$ cat src/rtl/hb_pkg.sv
package hb_pkg;
    typedef enum logic [1:0] {
        HB_IDLE   = 2'd0,
        HB_SETTLE = 2'd1,
        HB_ACK    = 2'd2
    } hb_state_e;
endpackage

$ cat src/rtl/hb_sync.sv
module hb_sync #(
    parameter int          W      = 1,
    parameter int          STAGES = 2,
    parameter logic [W-1:0] INIT  = '0
) (
    input  logic         clk,
    input  logic         rst_n,
    input  logic [W-1:0] d,
    output logic [W-1:0] q
);
    logic [W-1:0] pipe [STAGES];

    generate
        for (genvar i = 0; i < STAGES; i++) begin : g_stage
            if (i == 0) begin : g_first
                always_ff @(posedge clk or negedge rst_n) begin
                    if (!rst_n) pipe[i] <= INIT;
                    else        pipe[i] <= d;
                end
            end else begin : g_next
                always_ff @(posedge clk or negedge rst_n) begin
                    if (!rst_n) pipe[i] <= INIT;
                    else        pipe[i] <= pipe[i-1];
                end
            end
        end
    endgenerate

    assign q = pipe[STAGES-1];
endmodule

$ cat src/rtl/hb_regfile.sv
module hb_regfile #(
    parameter int ADDR_W    = 8,
    parameter int DATA_W    = 8,
    parameter int CTRL_ADDR = 0,
    parameter int STAT_ADDR = 1,
    parameter int SCR_BASE  = 2,
    parameter int SCR_N     = 2,
    parameter int GIE_BIT   = 0
) (
    input  logic              clk,
    input  logic              rst_n,
    input  logic              wr_en,
    input  logic [ADDR_W-1:0] wr_addr,
    input  logic [DATA_W-1:0] wr_data,
    input  logic [ADDR_W-1:0] rd_addr,
    output logic [DATA_W-1:0] rd_data,
    input  logic              evt,
    output logic              gie,
    output logic              pend
);
    localparam logic [ADDR_W-1:0] A_CTRL = ADDR_W'(CTRL_ADDR);
    localparam logic [ADDR_W-1:0] A_STAT = ADDR_W'(STAT_ADDR);

    logic [DATA_W-1:0] ctrl_q;
    logic              pend_q;
    logic [DATA_W-1:0] scr_q [SCR_N];
    logic [SCR_N-1:0]  scr_wr_hit;
    logic              wr_mapped;
    logic              clr_req;

    assign clr_req = wr_en && (wr_addr == A_STAT) && wr_data[0];

    always_ff @(posedge clk or negedge rst_n) begin
        if (!rst_n)                           ctrl_q <= '0;
        else if (wr_en && wr_addr == A_CTRL)  ctrl_q <= wr_data;
    end

    // set has precedence over a clearing write in the same clock
    always_ff @(posedge clk or negedge rst_n) begin
        if (!rst_n)       pend_q <= 1'b0;
        else if (evt)     pend_q <= 1'b1;
        else if (clr_req) pend_q <= 1'b0;
    end

    generate
        for (genvar i = 0; i < SCR_N; i++) begin : g_scr
            localparam logic [ADDR_W-1:0] A_SCR = ADDR_W'(SCR_BASE + i);
            assign scr_wr_hit[i] = wr_en && (wr_addr == A_SCR);
            always_ff @(posedge clk or negedge rst_n) begin
                if (!rst_n)             scr_q[i] <= '0;
                else if (scr_wr_hit[i]) scr_q[i] <= wr_data;
            end
        end
    endgenerate

    always_comb begin
        rd_data = '0;
        if (rd_addr == A_CTRL) rd_data = ctrl_q;
        if (rd_addr == A_STAT) rd_data = {{(DATA_W-1){1'b0}}, pend_q};
        for (int i = 0; i < SCR_N; i++) begin
            if (rd_addr == ADDR_W'(SCR_BASE + i)) rd_data = scr_q[i];
        end
    end

    always_comb begin
        wr_mapped = (wr_addr == A_CTRL) || (wr_addr == A_STAT) || (|scr_wr_hit);
    end

    assign gie  = ctrl_q[GIE_BIT];
    assign pend = pend_q;

    // an event always leaves the flag set, even against a clear
    a_r11_set_wins: assert property (@(posedge clk) disable iff (!rst_n)
        evt |=> pend_q);

    // flag is sticky unless a clearing write arrives
    a_r9_sticky: assert property (@(posedge clk) disable iff (!rst_n)
        (pend_q && !clr_req) |=> pend_q);

    // writes to unmapped addresses leave the register state alone
    a_r8_unmapped_ignored: assert property (@(posedge clk) disable iff (!rst_n)
        (wr_en && !wr_mapped && !evt) |=> ($stable(ctrl_q) && $stable(pend_q)));
endmodule

$ cat src/rtl/hb_fsm.sv
module hb_fsm
    import hb_pkg::*;
#(
    parameter int ADDR_W = 8,
    parameter int DATA_W = 8
) (
    input  logic              clk,
    input  logic              rst_n,
    input  logic              mode_moto,
    input  logic              cs_n_s,
    input  logic              rds_n_s,
    input  logic              wrw_s,
    input  logic [ADDR_W-1:0] addr_s,
    input  logic [DATA_W-1:0] data_s,
    input  logic [DATA_W-1:0] rd_val,
    output logic [ADDR_W-1:0] cyc_addr,
    output logic              rdy_n,
    output logic              data_oe,
    output logic [DATA_W-1:0] data_out,
    output logic              wr_en,
    output logic [ADDR_W-1:0] wr_addr,
    output logic [DATA_W-1:0] wr_data
);
    hb_state_e         st, st_nxt;
    logic              cyc_rd;
    logic              cyc_moto;
    logic [DATA_W-1:0] rd_q;
    logic [DATA_W-1:0] wr_hold;
    logic              mode_sel;
    logic              split_rd;
    logic              split_wr;
    logic              strobe_on;
    logic              start_rd;

    // strobe decode on the synchronised pins
    always_comb begin
        mode_sel  = (st == HB_IDLE) ? mode_moto : cyc_moto;
        split_rd  = !cs_n_s && !rds_n_s;
        split_wr  = !cs_n_s && !wrw_s;
        strobe_on = mode_sel ? split_rd : (split_rd || split_wr);
        start_rd  = mode_moto ? wrw_s : split_rd;
    end

    // next-state logic
    always_comb begin
        st_nxt = st;
        unique case (st)
            HB_IDLE:   if (strobe_on)  st_nxt = HB_SETTLE;
            HB_SETTLE:                 st_nxt = HB_ACK;
            HB_ACK:    if (!strobe_on) st_nxt = HB_IDLE;
            default:                   st_nxt = HB_IDLE;
        endcase
    end

    // state register and cycle context
    always_ff @(posedge clk or negedge rst_n) begin
        if (!rst_n) begin
            st       <= HB_IDLE;
            cyc_rd   <= 1'b0;
            cyc_moto <= 1'b0;
            cyc_addr <= '0;
            rd_q     <= '0;
            wr_hold  <= '0;
        end else begin
            st <= st_nxt;
            if (st == HB_IDLE && strobe_on) begin
                cyc_rd   <= start_rd;
                cyc_moto <= mode_moto;
                cyc_addr <= addr_s;
            end
            if (st == HB_SETTLE && cyc_rd) rd_q <= rd_val;
            if (strobe_on) wr_hold <= data_s;
        end
    end

    // outputs
    always_comb begin
        rdy_n    = (st != HB_ACK);
        data_oe  = (st == HB_ACK) && cyc_rd && strobe_on;
        data_out = data_oe ? rd_q : '0;
        wr_en    = ((st == HB_SETTLE) && cyc_moto && !cyc_rd) ||
                   ((st == HB_ACK) && !cyc_moto && !cyc_rd && !strobe_on);
        wr_addr  = cyc_addr;
        wr_data  = cyc_moto ? data_s : wr_hold;
    end

    // acknowledge only starts while a strobe is still present
    a_r2_ack_needs_strobe: assert property (@(posedge clk) disable iff (!rst_n)
        $fell(rdy_n) |-> $past(strobe_on));

    // data is driven only while the host is acknowledged
    a_r3_oe_inside_ack: assert property (@(posedge clk) disable iff (!rst_n)
        data_oe |-> !rdy_n);

    // a commit is a single-clock event per cycle
    a_r4_single_commit: assert property (@(posedge clk) disable iff (!rst_n)
        wr_en |=> !wr_en);

    // a deselected idle controller never acknowledges
    a_r12_no_ack_deselected: assert property (@(posedge clk) disable iff (!rst_n)
        (st == HB_IDLE && cs_n_s) |=> rdy_n);
endmodule

$ cat src/rtl/hostbus_slave.sv
module hostbus_slave #(
    parameter int ADDR_W = 8,
    parameter int DATA_W = 8,
    parameter int SYNC_STAGES = 2
) (
    input  logic              clk,
    input  logic              rst_n,
    input  logic              mode_moto,
    input  logic              cs_n,
    input  logic              rd_ds_n,
    input  logic              wr_rw,
    input  logic [ADDR_W-1:0] addr,
    input  logic [DATA_W-1:0] data_in,
    output logic [DATA_W-1:0] data_out,
    output logic              data_oe,
    output logic              rdy_n,
    input  logic              evt,
    output logic              irq_n
);
    localparam int SW = 3 + ADDR_W + DATA_W;
    localparam logic [SW-1:0] SYNC_INIT = {3'b111, {(ADDR_W + DATA_W){1'b0}}};

    logic [SW-1:0]     sync_d, sync_q;
    logic              cs_n_s, rds_n_s, wrw_s;
    logic [ADDR_W-1:0] addr_s, cyc_addr, wr_addr;
    logic [DATA_W-1:0] data_s, rd_val, wr_data;
    logic              wr_en, gie, pend;

    assign sync_d = {cs_n, rd_ds_n, wr_rw, addr, data_in};

    hb_sync #(.W(SW), .STAGES(SYNC_STAGES), .INIT(SYNC_INIT)) u_sync (
        .clk(clk), .rst_n(rst_n), .d(sync_d), .q(sync_q)
    );

    assign {cs_n_s, rds_n_s, wrw_s, addr_s, data_s} = sync_q;

    hb_fsm #(.ADDR_W(ADDR_W), .DATA_W(DATA_W)) u_fsm (
        .clk(clk), .rst_n(rst_n), .mode_moto(mode_moto),
        .cs_n_s(cs_n_s), .rds_n_s(rds_n_s), .wrw_s(wrw_s),
        .addr_s(addr_s), .data_s(data_s), .rd_val(rd_val),
        .cyc_addr(cyc_addr), .rdy_n(rdy_n), .data_oe(data_oe),
        .data_out(data_out), .wr_en(wr_en), .wr_addr(wr_addr),
        .wr_data(wr_data)
    );

    hb_regfile #(.ADDR_W(ADDR_W), .DATA_W(DATA_W)) u_regs (
        .clk(clk), .rst_n(rst_n), .wr_en(wr_en), .wr_addr(wr_addr),
        .wr_data(wr_data), .rd_addr(cyc_addr), .rd_data(rd_val),
        .evt(evt), .gie(gie), .pend(pend)
    );

    assign irq_n = !(gie && pend);

    // a request is raised one clock after an event when enabled
    a_r10_irq_follows_evt: assert property (@(posedge clk) disable iff (!rst_n)
        (evt && gie && !(wr_en && wr_data[0] == 1'b0 && wr_addr == '0)) |=> !irq_n);
endmodule

$ cat config.mk
export PLATFORM = sky130hd
export DESIGN_NAME = hostbus_slave
export DESIGN_NICKNAME = d
export VERILOG_FILES = /design/src/rtl/hb_pkg.sv /design/src/rtl/hb_sync.sv /design/src/rtl/hb_regfile.sv /design/src/rtl/hb_fsm.sv /design/src/rtl/hostbus_slave.sv
export SDC_FILE = /design/constraint.sdc
export NUM_CORES = 1
export LEC_CHECK = 0
export BUFFER_PORTS_ARGS = -buffer_cell sky130_fd_sc_hd__buf_2
export CAP_MARGIN = 10
export CORE_MARGIN = 5
export CORE_UTILIZATION = 58
export CTS_CLUSTER_SIZE = 10
export DETAILED_ROUTE_END_ITERATION = 7
export PLACE_DENSITY = 0.82
export REMOVE_ABC_BUFFERS = 1
export SYNTH_ARGS = -nofsm -noshare
export SYNTH_HDL_FRONTEND = slang
export SYNTH_SLANG_ARGS = --single-unit
$ cat constraint.sdc
create_clock -name clk -period 3.05 [get_ports clk]
set_clock_uncertainty 0.2 [all_clocks]
set_input_delay 0.7625 -clock clk [delete_from_list [all_inputs] [get_ports clk]]
set_output_delay 0.7625 -clock clk [all_outputs]
set_load 0.1 [all_outputs]
# Word level (Yosys, flattened, before mapping)

Cells that the tools add are included.

Flip-flop bits (word level): 91
Logic and storage cells: 64

Equality and inequality tests: 8
Multiplexer cells: 14
Reductions and logical operators: 30

Operators by type and width:

| kind                                                   | count |
|---|---|
| 2-to-1 mux 8 bit                                       | 6 |
| logical AND 1 bit                                      | 17 |
| equality test 8 x 2 -> 1 bit (second input constant)   | 2 |
| equality test 8 x 1 -> 1 bit (second input constant)   | 1 |
| zero test 8 bit                                        | 1 |
| zero test 1 bit                                        | 7 |
| case mux 2 bit (3 select lines)                        | 1 |
| 2-to-1 mux 1 bit                                       | 5 |
| 2-to-1 mux 2 bit                                       | 2 |
| inequality test 2 bit (second input constant)          | 2 |
| equality test 2 x 1 -> 1 bit (second input constant)   | 1 |
| equality test 2 bit (second input constant)            | 1 |
| zero test 2 bit                                        | 1 |
| logical OR 1 bit                                       | 2 |
| inequality test 2 x 1 -> 1 bit (second input constant) | 1 |
| AND reduction 2 bit                                    | 1 |
| nonzero test 2 bit                                     | 1 |

# Logic depth before layout (Yosys ltp)

Gate-level depths: netlist (run 1).

Word-level depth: 11
Mapped depth: 5
Depth with buffers taken out: 4

# Hierarchy

Synthesis (run 1) repeated with hierarchy kept, for this count alone.

Cell total of the unflattened synthesis: 266
Area, all modules: 3708.6 um^2

Modules (own cells, without submodules):

| module        | instances | cells each | area an instance (um^2) | seq. area each (um^2) |
|---|---|---|---|---|
| hb_fsm        | 1         | 113        | 1356.3                  | 700.7 |
| hb_regfile    | 1         | 95         | 1247.4                  | 625.6 |
| hb_sync       | 1         | 57         | 1101.1                  | 958.4 |
| hostbus_slave | 1         | 1          | 3.8                     | 0.0 |

# Least setup slack after synthesis (run 1)

OpenSTA, ideal clock, no wires.

Path type: input-to-output
From: input port mode_moto
To: output port data_out[0]
Arrival time: 4.661 ns
Slack: -2.574 ns
Cell stages on the path: 4
Buffers on the path: 0
Cell sequence: or3b_2 -> a31oi_2 -> nor3b_1 -> and2_1

Cells in the longest elaborated chain, start to end: 4

Ends and longest elaborated chain:

| item              | line                | source |
|---|---|---|
| from (decl)       | hostbus_slave.sv:8  | `input logic mode_moto,` |
| 2-to-1 mux 1 bit  | hb_fsm.sv:37        | `mode_sel = (st == HB_IDLE) ? mode_moto : cyc_moto;` |
| 2-to-1 mux 1 bit  | hb_fsm.sv:40        | `strobe_on = mode_sel ? split_rd : (split_rd \|\| split_wr);` |
| logical AND 1 bit | hb_fsm.sv:79        | `data_oe = (st == HB_ACK) && cyc_rd && strobe_on;` |
| named net data_oe | hostbus_slave.sv:15 | `output logic data_oe,` |
| 2-to-1 mux 8 bit  | hb_fsm.sv:80        | `data_out = data_oe ? rd_q : '0;` |
| to (decl)         | hostbus_slave.sv:14 | `output logic [DATA_W-1:0] data_out,` |

The timed path passes the listed nets, and every way through them passes these cells.

# Worst setup path in the final report (run 1)

From: input port mode_moto
To: output port data_out[2]

Cells in the longest elaborated chain, start to end: 4

Ends and longest elaborated chain:

| item              | line |
|---|---|
| 2-to-1 mux 1 bit  | hb_fsm.sv:37 |
| 2-to-1 mux 1 bit  | hb_fsm.sv:40 |
| logical AND 1 bit | hb_fsm.sv:79 |
| 2-to-1 mux 8 bit  | hb_fsm.sv:80 |

Every way passes these cells.

==> results of run 1 <==
## cell families after synthesis
family | share of synthesized area (%)
DFF | 66.9
xor gates and xnor gates | 0.257
AOI/OAI and AO/OA | 4.18
muxes | 18.9
and+or+nand+nor | 8.72
buffers and inverters | 1.03
## worst paths after layout
path | cells after the start | slack (ns) | from | endpoint
min reg2reg | 0 | 0.15 | u_sync.pipe[31] | u_sync.q[12]
min | 0 | 0.15 | u_sync.pipe[31] | u_sync.q[12]
max in group asynchronous | 2 | 1.78 | rst_n | u_regs.ctrl_q[4]
max reg2reg | 4 | 0.64 | u_fsm.cyc_addr[6] | u_regs.scr_q[12]
max | 7 | 0.06 | mode_moto | data_out[2]
min in group asynchronous | 1 | 0.25 | rst_n | u_fsm.wr_hold[6]
## critical path: stages
cell and delay, ns:
buf_2 0.09, or3b_4 0.40, a31oi_4 0.19, nor3b_4 0.07
buf_4 0.15, and2_1 0.18, buf_12 0.17
## layout by cell type (no fill, tap or decap), types with 3 or more instances in the layout
cell / instances
dfrtp_1: 84
mux2_2: 49
buf_2: 23
buf_4: 14
nor2_1: 12
nand2_1: 11
a21oi_1: 10
o21ai_0: 10
clkbuf_8: 10
buf_12: 10
and2_1: 9
mux2i_1: 7
dfstp_2: 6
inv_1: 3
nand2b_1: 3
## per-stage QoR
step	worst slack [ns]	hold WS (ns)	instance area [um2]	cells	utilization (%)
finish	0.0601	0.152	4140	361	71.1
global route	0.0188	0.158	4140	361	71.1
CTS	0.00215	0.155	4090	357	70.4
detailed placement	-0.404	0.135	3870	341	66.6
global placement	-0.365	0.131	3870	341	66.6
floorplan	-2.57	0.131	3390	223	-
## sequential cells by signal, summed over array words and instances (netlist names)
name / flops
u_sync.pipe: 19
u_sync.q: 19
u_regs.scr_q: 16
u_fsm.cyc_addr: 8
u_fsm.rd_q: 8
u_fsm.wr_hold: 8
u_regs.ctrl_q: 8
u_fsm.st: 2
u_fsm.cyc_moto: 1
u_fsm.cyc_rd: 1
u_regs.pend: 1
## repair_timing
item	4_1_cts	5_1_grt
gates resized for setup	2	4
pin swaps	1	2
setup buffers	0	4
endpoints found under the setup margin	9	9
## power by group
part           leakage, nW  internal [mW]  switching (mW)
combinational        0.687          0.214           0.261
sequential            1.13           1.32          0.0551
clock               0.0995          0.408           0.430
## metal layers
metal | GRT usage [%] | wire [um]
met4 | 9.49 | 169
met3 | 4.66 | 271
met2 | 27.0 | 2850
met5 | 0 | 0
met1 | 22.6 | 2510
## layout make-up
cell class | count | area, um2
repair buffers | 47 | 420
clock buffers | 10 | 138
inverters | 3 | 11.3
multi-input cells | 129 | 1120
well taps | 75 | 93.8
clock inverters | 6 | 71.3
fillers | 395 | 1680
flip-flops and latches | 91 | 2290
==> run metrics, run 1 <==
status completed; Worst Tran Pin Value a little over 0.7 ns; DR pass1 iterations 4; H-Tree Depth 3; TNS Setup 0 ns; CTS Hold Bufs 0; wire per inst between 15 and 20 um; DR DRC count 0; Root Driver clkbuf_8; clk_lat worst skew between 0.3 and 0.4 ns; clk slew on worst S/H paths 0.09 ns; area grow syn2layout 21.2%; Tcrit/Tclk final 98.0%; CTS tree built; crit path launch type primary input; Max Buffers Root-to-Sink 2; FMAX 334 MHz; number of buffers inserted by port buffering 33; share of the synthesized area in the top cell type between 60% and 70%; Mapped Area 0.00341 mm2; GRT Resource Usage Total around 17%; Core ar. 0.00582 mm2; post-synth top area cell dfrtp_1; vias in the first global route a little over 2000; maximum vdd drop 0.507 mV; Final setup viols 0; most frequent cell after synthesis dfrtp_1; post-synthesis sequential area ratio 66.9%; CTS buffer count 9; DRT Wirelength 5800 um; Die Wd 86.7 um; 1st-iter DRT viols 129; top cells by count, synth 85 x dfrtp_1, 49 x mux2_2, 12 x nor2_1; EDFF count, synth 0; nature of the critical path endpoint output pin; RSZ-0062 raised after global routing false; Async SR Flop Fraction 100%; Critical Path Fanout Max 7; global-route wire length before repair 9720 um; vias post-DR between 1500 and 2000; final hold vios 0; fin nets 304; Synth Instances 229; die height 86.7 um; initial core utilization between 50% and 60%; total gr overflow 0; Yosys cell types 29; Critical Path RT 2.09 ns; PwrDens ~650 mW/mm2; initial antenna violation count 0; Antenna Violating Nets Remaining 0; Mean Syn Cell Area about 15 um2; share of cells above drive strength 1 45.1%; Num Clock Sinks 91; number of synthesized register bits about 90; Synth Flop Type dfrtp_1; vias per inst 5.32; Max Cap Violations 0; leakage 1.91 nW; CP Class primary input to output pin; Worst Hold Class flop to flop; Final GP Congestion 0.790; largest net degree at the start of global routing 61; Detail Placement HPWL about 3900 um; ANT cells 0; Synth area leaders dfrtp_1 62%, mux2_2 16%, dfstp_2 4.6%; row cnt 28; IO Pins 34; shortest period the worst path allows 2.99 ns; worst relative slew slack 51.8%; Power Total 2.68 mW; max-slew violations 0; Synthesis Warnings 0; worst path arrival time 2.03 ns; die area 0.00752 mm2
Power figures use the tool's default switching activity.
==> run 2, diff against run 1 <==
Settings changed: CORE_UTILIZATION 58 to 55, PLACE_DENSITY 0.82 to 0.78.
==> run 2 against run 1 <==
Critical endpoint is now data_out[7]. Sequential share of layout area is essentially flat. Register-to-register slack gained 0.06 ns. Worst hold slack lost 0.022 ns. Die area up 4.8%. Cell count down 0.83%. Power rose by 1.5%. Worst setup slack improved by 0.011 ns. Sequential power about the same. Clock power is 6.4% higher. Combinational power is 4.8% lower. Flip-flop and latch count stayed put.
==> run metrics, run 2 (synthesis results as in run 1) <==
Placed Cells 338; crit path launch type primary input; vias per inst approximately 5.4; Die Wd 88.8 um; share of cells above drive strength 1 between 40% and 50%; maximum vdd drop 0.463 mV; DR pass1 iterations 4; CTS tree built; Num Clock Sinks 91; leading cell types in the layout, fill and taps excluded 83 x dfrtp_1, 49 x mux2_2, 23 x buf_2, 12 x nor2_1; FMAX 336 MHz; status completed; CP Class primary input to output pin; area grow syn2layout 21.2%; global-route wire length before repair roughly 10000 um; clk slew on worst S/H paths 0.09 ns; fin nets 301; worst reg2reg path depth 4; reg-to-reg setup timing slack 0.70 ns; Max Cap Violations 0; leakage 1.91 nW; DRT Wirelength 5950 um; Tcrit/Tclk final 97.7%; number of buffers inserted by port buffering 33; RR Startpoint u_fsm.cyc_addr[6]; die height 88.8 um; RSZ-0062 raised after global routing false; Critical Path Fanout Max 9; ANT cells 0; Core ar. 0.00599 mm2; Worst path slowest cell or3b_4; shortest period the worst path allows 2.98 ns; largest net degree at the start of global routing 61; PwrDens 659 mW/mm2; worst hold slack 0.131 ns; Antenna Violating Nets Remaining 0; final hold vios 0; Root Driver clkbuf_8; nature of the critical path endpoint output pin; worst relative slew slack 53.4%; Power Total 2.72 mW; initial antenna violation count 0; vias post-DR 1924; Worst Tran Pin Value 0.693 ns; IO Pins 34; wire per inst 16.6 um; Final GP Congestion 0.779; Layout Cells excl Fill 358; Worst Hold Class primary input to asynchronous set/reset pin; Max Buffers Root-to-Sink 2; Critical Path RT 2.09 ns; Crit Reg-Reg Endpoint u_regs.scr_q[15]; CTS buffer count 9; die area 0.00788 mm2; row cnt 28; cell breakdown of the critical path buf_2, or3b_4, a31oi_4, nor3b_4, buf_4, and2_1, buf_12; worst path arrival time ~2.0 ns; CP max stage delay 0.38 ns; initial core utilization 57.0%; total gr overflow 0; H-Tree Depth 3; vias in the first global route 2091; most common cell after layout, fill and taps aside dfrtp_1; max-slew violations 0; Detail Placement HPWL around 4000 um; clk_lat worst skew 0.35 ns; DR DRC count 0; GRT Resource Usage Total 17.7%; 1st-iter DRT viols 121; Final setup viols 0
==> run 2: cell type report <==
type,instances,area [um2]
Clock inverter,5,86.3
Inverter,3,11.3
Timing Repair Buffer,44,398
Fill cell,396,1850
Multi-Input combinational cell,129,1120
Tap cell,75,93.8
Sequential cell,91,2290
Clock buffer,11,141
==> run 2: per-stage QoR <==
| step | area, um2 | setup TNS [ns] | setup slack, ns | util [%] |
|---|---|---|---|---|
| 4_1_cts | 4120 | 0 | 0.000440 | 68.8 |
| 3_3_place_gp | 3850 | -2.60 | -0.327 | 64.3 |
| 5_1_grt | 4140 | 0 | 0.0148 | 69.0 |
| 3_5_place_dp | 3850 | -3.23 | -0.379 | 64.3 |
| 2_1_floorplan | 3390 | -22.17 | -2.57 | - |
| 6_report | 4140 | 0 | 0.0712 | 69.0 |
==> run 2: how the worst max path moves through the flow <==
stage / depth (start not counted) / end / from / slack (ns)
detailed placement: 6 / data_out[2] / mode_moto / -0.38
global route: 7 / data_out[1] / mode_moto / 0.01
floorplan: 4 / data_out[0] / mode_moto / -2.57
global placement: 6 / data_out[2] / mode_moto / -0.33
CTS: 7 / data_out[2] / mode_moto / 0.0004
finish: 7 / data_out[7] / mode_moto / 0.07
==> run 2: repair_timing <==
item / CTS / global route
resized for setup: 4 / 4
hold endpoints to repair: 0 / 0
setup endpoints to repair: 9 / 9
setup buffers: 3 / 1
hold buffers: 0 / 0
pin swaps: 2 / 1
==> run 2: metal layers <==
metal | routed length [um] | vias up | part of all wire, % | GRT usage (%)
met5 | 0 | - | 0 | 0
met4 | 110 | 0 | 1.9 | 7.42
met3 | 296 | 12 | 5.0 | 4.75
met2 | 3100 | 46 | 52 | 29.5
met1 | 2440 | 980 | 41 | 21.7
li1 | - | 886 | - | -
==> run 2: worst max-delay path, delay by kind of cell <==
family,cells,cell delay [ns]
compound gates,1,0.21
simple gates,3,0.63
buf+inv,3,0.41
==> run 2: power breakdown <==
part	internal, mW	switching, mW	total (mW)
clock	0.488	0.404	0.892
sequential	1.32	0.0634	1.38
combinational	0.206	0.246	0.452
